## config.mk

```make
export PLATFORM = sky130hd
export DESIGN_NAME = lockstep_spi_master
export DESIGN_NICKNAME = d
export VERILOG_FILES = /design/src/rtl/lsm_pkg.sv /design/src/rtl/lsm_bit_timer.sv /design/src/rtl/lsm_lane.sv /design/src/rtl/lockstep_spi_master.sv
export SDC_FILE = /design/constraint.sdc
export NUM_CORES = 1
export LEC_CHECK = 0
export ABC_AREA = 1
export CORE_MARGIN = 8
export CORE_UTILIZATION = 45
export CTS_CLUSTER_SIZE = 12
export DETAILED_ROUTE_END_ITERATION = 8
export MAX_ROUTING_LAYER = met4
export PLACE_DENSITY_LB_ADDON = 0.25
export SLEW_MARGIN = 25
export SYNTH_ARGS = -nofsm -noshare
export SYNTH_HDL_FRONTEND = slang
export SYNTH_SLANG_ARGS = --single-unit
export TNS_END_PERCENT = 100
```

## constraint.sdc

```tcl
create_clock -name clk -period 2.03 [get_ports clk]
set_input_delay 0.406 -clock clk [delete_from_list [all_inputs] [get_ports clk]]
set_output_delay 0.406 -clock clk [all_outputs]
set_load 0.03 [all_outputs]
```

## src/rtl/lsm_pkg.sv

```systemverilog
package lsm_pkg;
  typedef enum logic [2:0] {
    PH_IDLE,
    PH_LEAD,
    PH_WRITE,
    PH_READ,
    PH_TRAIL
  } phase_e;
endpackage

```

## src/rtl/lsm_bit_timer.sv

```systemverilog
module lsm_bit_timer #(
  parameter int DIV_W = 8
) (
  input  logic             clk,
  input  logic             rst_n,
  input  logic             run,
  input  logic             toggle_en,
  input  logic [DIV_W-1:0] period,
  output logic [DIV_W-1:0] cnt,
  output logic             at_last,
  output logic             at_samp,
  output logic             sclk
);
  logic [DIV_W-1:0] half;

  assign half    = period >> 1;
  assign at_last = (cnt == period - DIV_W'(1));
  assign at_samp = (cnt == period - DIV_W'(2));

  always_ff @(posedge clk or negedge rst_n) begin
    if (!rst_n) begin
      cnt  <= '0;
      sclk <= 1'b0;
    end else if (!run) begin
      cnt  <= '0;
      sclk <= 1'b0;
    end else begin
      cnt <= at_last ? '0 : cnt + DIV_W'(1);
      if (at_last || !toggle_en)
        sclk <= 1'b0;
      else if (cnt == half - DIV_W'(1))
        sclk <= 1'b1;
    end
  end

  // the clock rises exactly half a period into the bit
  a_r2_rise_mid: assert property (@(posedge clk) disable iff (!rst_n)
    $rose(sclk) |-> (cnt == half));
  // the clock falls only at a bit boundary
  a_r2_fall_edge: assert property (@(posedge clk) disable iff (!rst_n)
    $fell(sclk) |-> (cnt == '0));
endmodule

```

## src/rtl/lsm_lane.sv

```systemverilog
module lsm_lane #(
  parameter int WORD_W = 16
) (
  input  logic              clk,
  input  logic              rst_n,
  input  logic              load,
  input  logic [WORD_W-1:0] load_word,
  input  logic              tx_shift,
  input  logic              rx_shift,
  input  logic              rx_bit,
  output logic              mosi_o,
  output logic [WORD_W-1:0] rx_next
);
  logic [WORD_W-1:0] tx_q;
  logic [WORD_W-1:0] rx_q;

  assign mosi_o  = tx_q[WORD_W-1];
  assign rx_next = {rx_q[WORD_W-2:0], rx_bit};

  always_ff @(posedge clk or negedge rst_n) begin
    if (!rst_n) begin
      tx_q <= '0;
      rx_q <= '0;
    end else if (load) begin
      tx_q <= load_word;
      rx_q <= '0;
    end else begin
      if (tx_shift) tx_q <= {tx_q[WORD_W-2:0], 1'b0};
      if (rx_shift) rx_q <= rx_next;
    end
  end

  // the first wire bit is the word's top bit
  a_r3_load_msb: assert property (@(posedge clk) disable iff (!rst_n)
    load |=> (mosi_o == $past(load_word[WORD_W-1])));
endmodule

```

## src/rtl/lockstep_spi_master.sv

```systemverilog
module lockstep_spi_master
  import lsm_pkg::*;
#(
  parameter int LANES  = 6,
  parameter int WORD_W = 16,
  parameter int DIV_W  = 8
) (
  input  logic                    clk,
  input  logic                    rst_n,
  input  logic [DIV_W-1:0]        period_cfg,
  input  logic                    cfg_valid,
  output logic                    cfg_ready,
  input  logic [LANES*WORD_W-1:0] cfg_word,
  output logic                    sclk,
  output logic                    cs_n,
  output logic [LANES-1:0]        mosi,
  input  logic [LANES-1:0]        miso,
  output logic                    done,
  output logic [LANES*WORD_W-1:0] result_word
);
  localparam int BIT_W = $clog2(WORD_W);
  localparam int BUS_W = LANES * WORD_W;
  localparam logic [DIV_W-1:0] MIN_P = DIV_W'(4);

  phase_e             state;
  logic [BIT_W-1:0]   bit_idx;
  logic [DIV_W-1:0]   period_q;
  logic [DIV_W-1:0]   eff_p;
  logic [DIV_W-1:0]   cnt;
  logic               at_last, at_samp;
  logic [LANES-1:0]   snap_q;
  logic [BUS_W-1:0]   result_q;
  logic [BUS_W-1:0]   rx_all;
  logic               done_q;
  logic               accept, bit_last, tx_shift, snap_en, rx_shift, finish_rd;

  assign eff_p     = (period_cfg < MIN_P) ? MIN_P : {period_cfg[DIV_W-1:1], 1'b0};
  assign cfg_ready = (state == PH_IDLE);
  assign cs_n      = (state == PH_IDLE);
  assign accept    = cfg_valid && cfg_ready;
  assign bit_last  = (bit_idx == BIT_W'(WORD_W-1));
  assign tx_shift  = (cnt == '0) &&
                     (((state == PH_WRITE) && (bit_idx != '0)) ||
                      ((state == PH_READ)  && (bit_idx == '0)));
  assign snap_en   = (state == PH_READ) && at_samp;
  assign rx_shift  = (state == PH_READ) && at_last;
  assign finish_rd = rx_shift && bit_last;
  assign done        = done_q;
  assign result_word = result_q;

  lsm_bit_timer #(.DIV_W(DIV_W)) u_timer (
    .clk       (clk),
    .rst_n     (rst_n),
    .run       (state != PH_IDLE),
    .toggle_en ((state == PH_WRITE) || (state == PH_READ)),
    .period    (period_q),
    .cnt       (cnt),
    .at_last   (at_last),
    .at_samp   (at_samp),
    .sclk      (sclk)
  );

  for (genvar g = 0; g < LANES; g++) begin : g_lane
    lsm_lane #(.WORD_W(WORD_W)) u_lane (
      .clk       (clk),
      .rst_n     (rst_n),
      .load      (accept),
      .load_word (cfg_word[g*WORD_W +: WORD_W]),
      .tx_shift  (tx_shift),
      .rx_shift  (rx_shift),
      .rx_bit    (snap_q[g]),
      .mosi_o    (mosi[g]),
      .rx_next   (rx_all[g*WORD_W +: WORD_W])
    );
  end

  always_ff @(posedge clk or negedge rst_n) begin
    if (!rst_n) begin
      state    <= PH_IDLE;
      bit_idx  <= '0;
      period_q <= MIN_P;
      snap_q   <= '0;
      result_q <= '0;
      done_q   <= 1'b0;
    end else begin
      done_q <= 1'b0;
      if (snap_en) snap_q <= miso;
      unique case (state)
        PH_IDLE: if (accept) begin
          period_q <= eff_p;
          bit_idx  <= '0;
          state    <= PH_LEAD;
        end
        PH_LEAD: if (at_last) state <= PH_WRITE;
        PH_WRITE: if (at_last) begin
          bit_idx <= bit_last ? '0 : bit_idx + BIT_W'(1);
          if (bit_last) state <= PH_READ;
        end
        PH_READ: if (at_last) begin
          bit_idx <= bit_last ? '0 : bit_idx + BIT_W'(1);
          if (finish_rd) begin
            result_q <= rx_all;
            done_q   <= 1'b1;
            state    <= PH_TRAIL;
          end
        end
        PH_TRAIL: if (at_last) state <= PH_IDLE;
        default: state <= PH_IDLE;
      endcase
    end
  end

  // no request is taken while the select is active
  a_r1_busy_blocks: assert property (@(posedge clk) disable iff (!rst_n)
    !cs_n |-> !cfg_ready);
  // capture happens while the serial clock is high
  a_r4_snap_high: assert property (@(posedge clk) disable iff (!rst_n)
    snap_en |-> sclk);
  // serial clock idles low
  a_r5_idle_low: assert property (@(posedge clk) disable iff (!rst_n)
    cs_n |-> !sclk);
  // data held through the high half
  a_r6_stable_high: assert property (@(posedge clk) disable iff (!rst_n)
    sclk |-> $stable(mosi));
  // data held for one clock after the falling edge
  a_r6_hold_fall: assert property (@(posedge clk) disable iff (!rst_n)
    $fell(sclk) |-> $stable(mosi));
  // results move only together with done
  a_r7_result_hold: assert property (@(posedge clk) disable iff (!rst_n)
    !done |-> $stable(result_word));
  // done is a single-cycle strobe
  a_r8_done_single: assert property (@(posedge clk) disable iff (!rst_n)
    done |=> !done);
endmodule

```

==> summary by stage <==
Clock tree
TritonCTS built the clock tree. Counting the buffers created by CTS gives 34. The clock latency on the worst-skew pair is 0.50 ns. The deepest clock path buffer count is 3. The H-tree was split into 2 levels. After clock tree synthesis, the clock-pin slew on the worst setup and hold paths is 0.06 ns. The clock drives 312 sinks. The root cell of the clock tree is clkbuf_16.

Worst setup path
The source of the worst register-to-register timing path is period_q[2]. The termination of the worst setup path is result_word[78]. The arrival time reported for the critical path endpoint is 2.75 ns. STA classifies the critical path startpoint as a flop.

The endpoint identified for the worst register-to-register timing path is result_word[78]. For this design, the slowest cell found on the critical path is dfstp_2. The critical path goes through inv_2 -> ha_4 -> nor2_2 -> nor2_4 -> xor2_1 -> nand2_2 -> nor2_4 -> buf_6 -> buf_12 -> nand4_4 -> buf_12 -> buf_6 -> nand2_1 -> nand2_1.

Along the worst path, the maximum fanout reaches 15. The cell count along the critical path is 14. The largest single stage delay on the critical path is 0.53 ns. The critical path starts at period_q[2].

The number of cells on the worst reg-to-reg path is 14. The worst setup path is captured at a flop. The cell type group with the largest total delay on the critical path is simple AND/OR/NAND/NOR gates.

The setup path with the least slack is of type reg2reg. The required time of the worst setup path is 2.41 ns. The count of buffering cells on the critical path with inverters included is 5. In this run the register-to-register setup slack is -0.34 ns.

Floorplan
The floorplan step defined a die boundary enclosing 36500 sq um. Row generation in the floorplan step produced 64 rows. The count of pins on the block boundary is 219. For this configuration, the core starts out at a cell density of 0.454.

The core region is 30300 sq um. The horizontal extent of the die is 191 um. The die is 191 um tall.

Worst hold path
The type of the most critical hold path is in2async.

Logic synthesis
The post-synthesis cell area is 13800 sq um. For this run, asynchronously set or reset flops after synthesis account for 1.00. The synthesized instance count is 1640. In the post-synthesis netlist, the biggest area contributors are dfrtp_1 (57%), nand2_1 (19%), nand4_1 (4.6%). The count of distinct cell types in the synthesized netlist is 34. The net count of the mapped netlist is 1758.

The mean instance size in the synthesized netlist is 8.40 sq um. Counting flops with a built-in enable in the synthesized netlist gives 0. The top cell type by total area after synthesis is dfrtp_1. The yosys synthesis warning count is 0. In the synthesized netlist the dominant register cell turns out to be dfrtp_1. The area share of the largest cell type after synthesis is 0.565. Ranked by instance count, the synthesized netlist is headed by nand2_1 (705), dfrtp_1 (311), nand3_1 (118).

For this run, the register share of the synthesized area comes to 0.567. In this run, synthesis produced a sequential element count of 312. Yosys instantiated no cell more often than nand2_1.

Pwr
Of the total power, combinational logic draws 0.338. The power density relative to cell area is 1110 nW/um^2. The analysis attributes to cell leakage a power of 0.00943 uW. The share of total power dissipated in the clock network is 0.277. The switching share of power is 0.351.

The total net switching power is 7370 uW. The sequential share of power is 0.384. The internal power component is 13600 uW. The worst IR drop on VDD is 0.675 mV.

STA
The count of endpoints failing setup in the final report is 202. The final-report hold violation count is 0. The worst pin sits at a relative slew slack of 0.632. The max-slew violation count is 0. The final setup skew is 0.0151 ns. The final clock period utilization by the worst path is 1.17. On the final layout, the worst hold slack is 0.411 ns. The highest clock frequency the design can meet is 422 MHz.

The clock period minus worst slack is 2.37 ns. For the pin with the worst max-slew slack, the measured transition is 0.552 ns. Once routing completed, OpenROAD measured the worst setup slack at -0.338 ns. Setup repair after global routing could not meet its margin everywhere.

Finish
In the final layout, the multi-input gates occupy 5260 sq um. The net count of the finished layout is 2016. The fill cell instance count of the final layout is 2571. The share of layout cells above drive strength 1 is 0.114.

The synthesis-to-layout area growth is 36.7%. The final core area utilization is 0.620. The footprint of the flip-flops and latches is 7810 sq um.

Run status
The flow ran to the end, but the final reports show violations. The final reports fail on negative setup slack.

Global routing
The number of global-route vias before repair is 12000. The first global-routing pass estimated 60200 um of wire. Global routing finished with a remaining overflow of 0. For this run, the total global-route usage over all layers was measured as 0.204. Entering global routing, the biggest net connects 100 pins. The initial antenna violation count came to 4.

Flow run
The tool flagged a number of max-cap violations equal to 0.

Detailed routing
The routed layout has 12300 vias. The detailed-route vias per instance is 5.29. After detailed routing, the average wire length per cell comes to 17.2 um.

The count of routing violations after the opening detailed-route iteration is 1063. The number of search-and-repair iterations in the first detailed-routing pass is 6. The number of DRC violations after detailed routing is 0.

The remaining antenna violation count after routing is 0. The final routed wirelength across all metal layers is 40000 um.

Place
The setup slack at placement is -0.275 ns. The wire-length estimate of the detail-placed layout is 24200 um. The number of buffers inserted by port buffering is 217.

The global placer's final weighted congestion is 0.845.
## power groups by stage
stage          logic (uW)  registers, uW  clock network (uW)
2_1_floorplan        4370           7960                   0
3_3_place_gp         6550           8100                   0
3_5_place_dp         6730           8120                   0
4_1_cts              6860           8050                5920
5_1_grt              7880           8200                6160
6_report             7100           8070                5820
## through the flow
step	power (uW)	cell area, sq um	instances	setup TNS, ns
final	21000	18800	2319	-50.55
after global routing	22200	18800	2319	-76.52
after CTS	20800	18300	2292	-39.04
after detailed placement	14900	16900	2221	-41.05
after global placement	14600	16900	2221	-38.52
after floorplan	12300	13800	1640	-9.29
## placed cells by master (no fill, tap or decap), types with 8 or more instances in the layout
cell type,Yosys,layout
o21ai_0,48,30
nand4_1,101,101
inv_1,97,91
nor2_1,25,22
a22oi_1,22,22
clkdlybuf4s50_1,0,214
buf_6,4,15
buf_4,15,46
inv_2,2,8
nor2_4,3,8
clkbuf_1,58,12
o211ai_1,9,9
dfrtp_1,311,310
clkbuf_16,0,46
nand3_1,118,113
o21ai_1,52,64
nand2_2,1,11
buf_12,0,34
nand2_1,705,690
## worst reg2reg max path: stages, from the launching register on
cell and delay, ns:
dfstp_2 0.53, inv_2 0.05, ha_4 0.18, nor2_2 0.14, nor2_4 0.06, xor2_1 0.18, nand2_2 0.10, nor2_4 0.17
buf_6 0.13, buf_12 0.11, nand4_4 0.08, buf_12 0.19, buf_6 0.18, nand2_1 0.09, nand2_1 0.06
## cells by family after synthesis
| family | Yosys count | synth area share |
|---|---|---|
| AO/OA/AOI/OAI | 137 | 0.0559 |
| XOR/XNOR | 8 | 0.00618 |
| adder cells (fa/ha/maj) | 5 | 0.00454 |
| buffers and inverters | 210 | 0.0665 |
| flip-flops | 312 | 0.567 |
| AND/OR/NAND/NOR | 968 | 0.300 |
## state kept, by name, summed over array words and instances (netlist names)
signal and count:
g_lane.u_lane.tx_q 96, g_lane.u_lane.rx_q 90, u_timer.sclk 1, state 3, result_word 96, bit_idx 4
u_timer.cnt 8, period_q 7, done 1, snap_q 6
## metal layers
layer / GRT usage / routed length, um / vias to the layer above
met2: 0.321 / 19000 / 439
li1: - / - / 5830
met1: 0.267 / 17300 / 5944
met4: 0.0489 / 728 / 0
met3: 0.0432 / 2930 / 65
met5: - / 0 / -
## what timing repair did
| action | 4_1_cts | 5_1_grt |
|---|---|---|
| hold buffers | 1 | 0 |
| hold endpoints to repair | 34 | 0 |
| pin swaps | 10 | 7 |
| resized for setup | 55 | 24 |
| cloned | 4 | 19 |
| setup buffers | 9 | 4 |
| setup endpoints to repair | 211 | 246 |
## how the worst min path moves through the flow
stage                     cells past startpoint  slack (ns)   from         endpoint
final                                         2        0.41  rst_n  result_word[54]
after global routing                          2        0.43  rst_n  result_word[59]
after CTS                                     2        0.41  rst_n  result_word[54]
after detailed placement                      1        0.34  rst_n  result_word[54]
after global placement                        1        0.34  rst_n  result_word[54]
after floorplan                               0        0.11  rst_n       bit_idx[0]
## final cells by class
type,count,area share
clock inverters,4,0.00126
flip-flops and latches,312,0.415
clock buffers,53,0.0533
repair buffers,331,0.204
diodes,4,0.000532
inverters,100,0.0201
multi-input cells,1119,0.279
well taps,396,0.0263
Note: power is estimated with default switching activity, not from simulation.
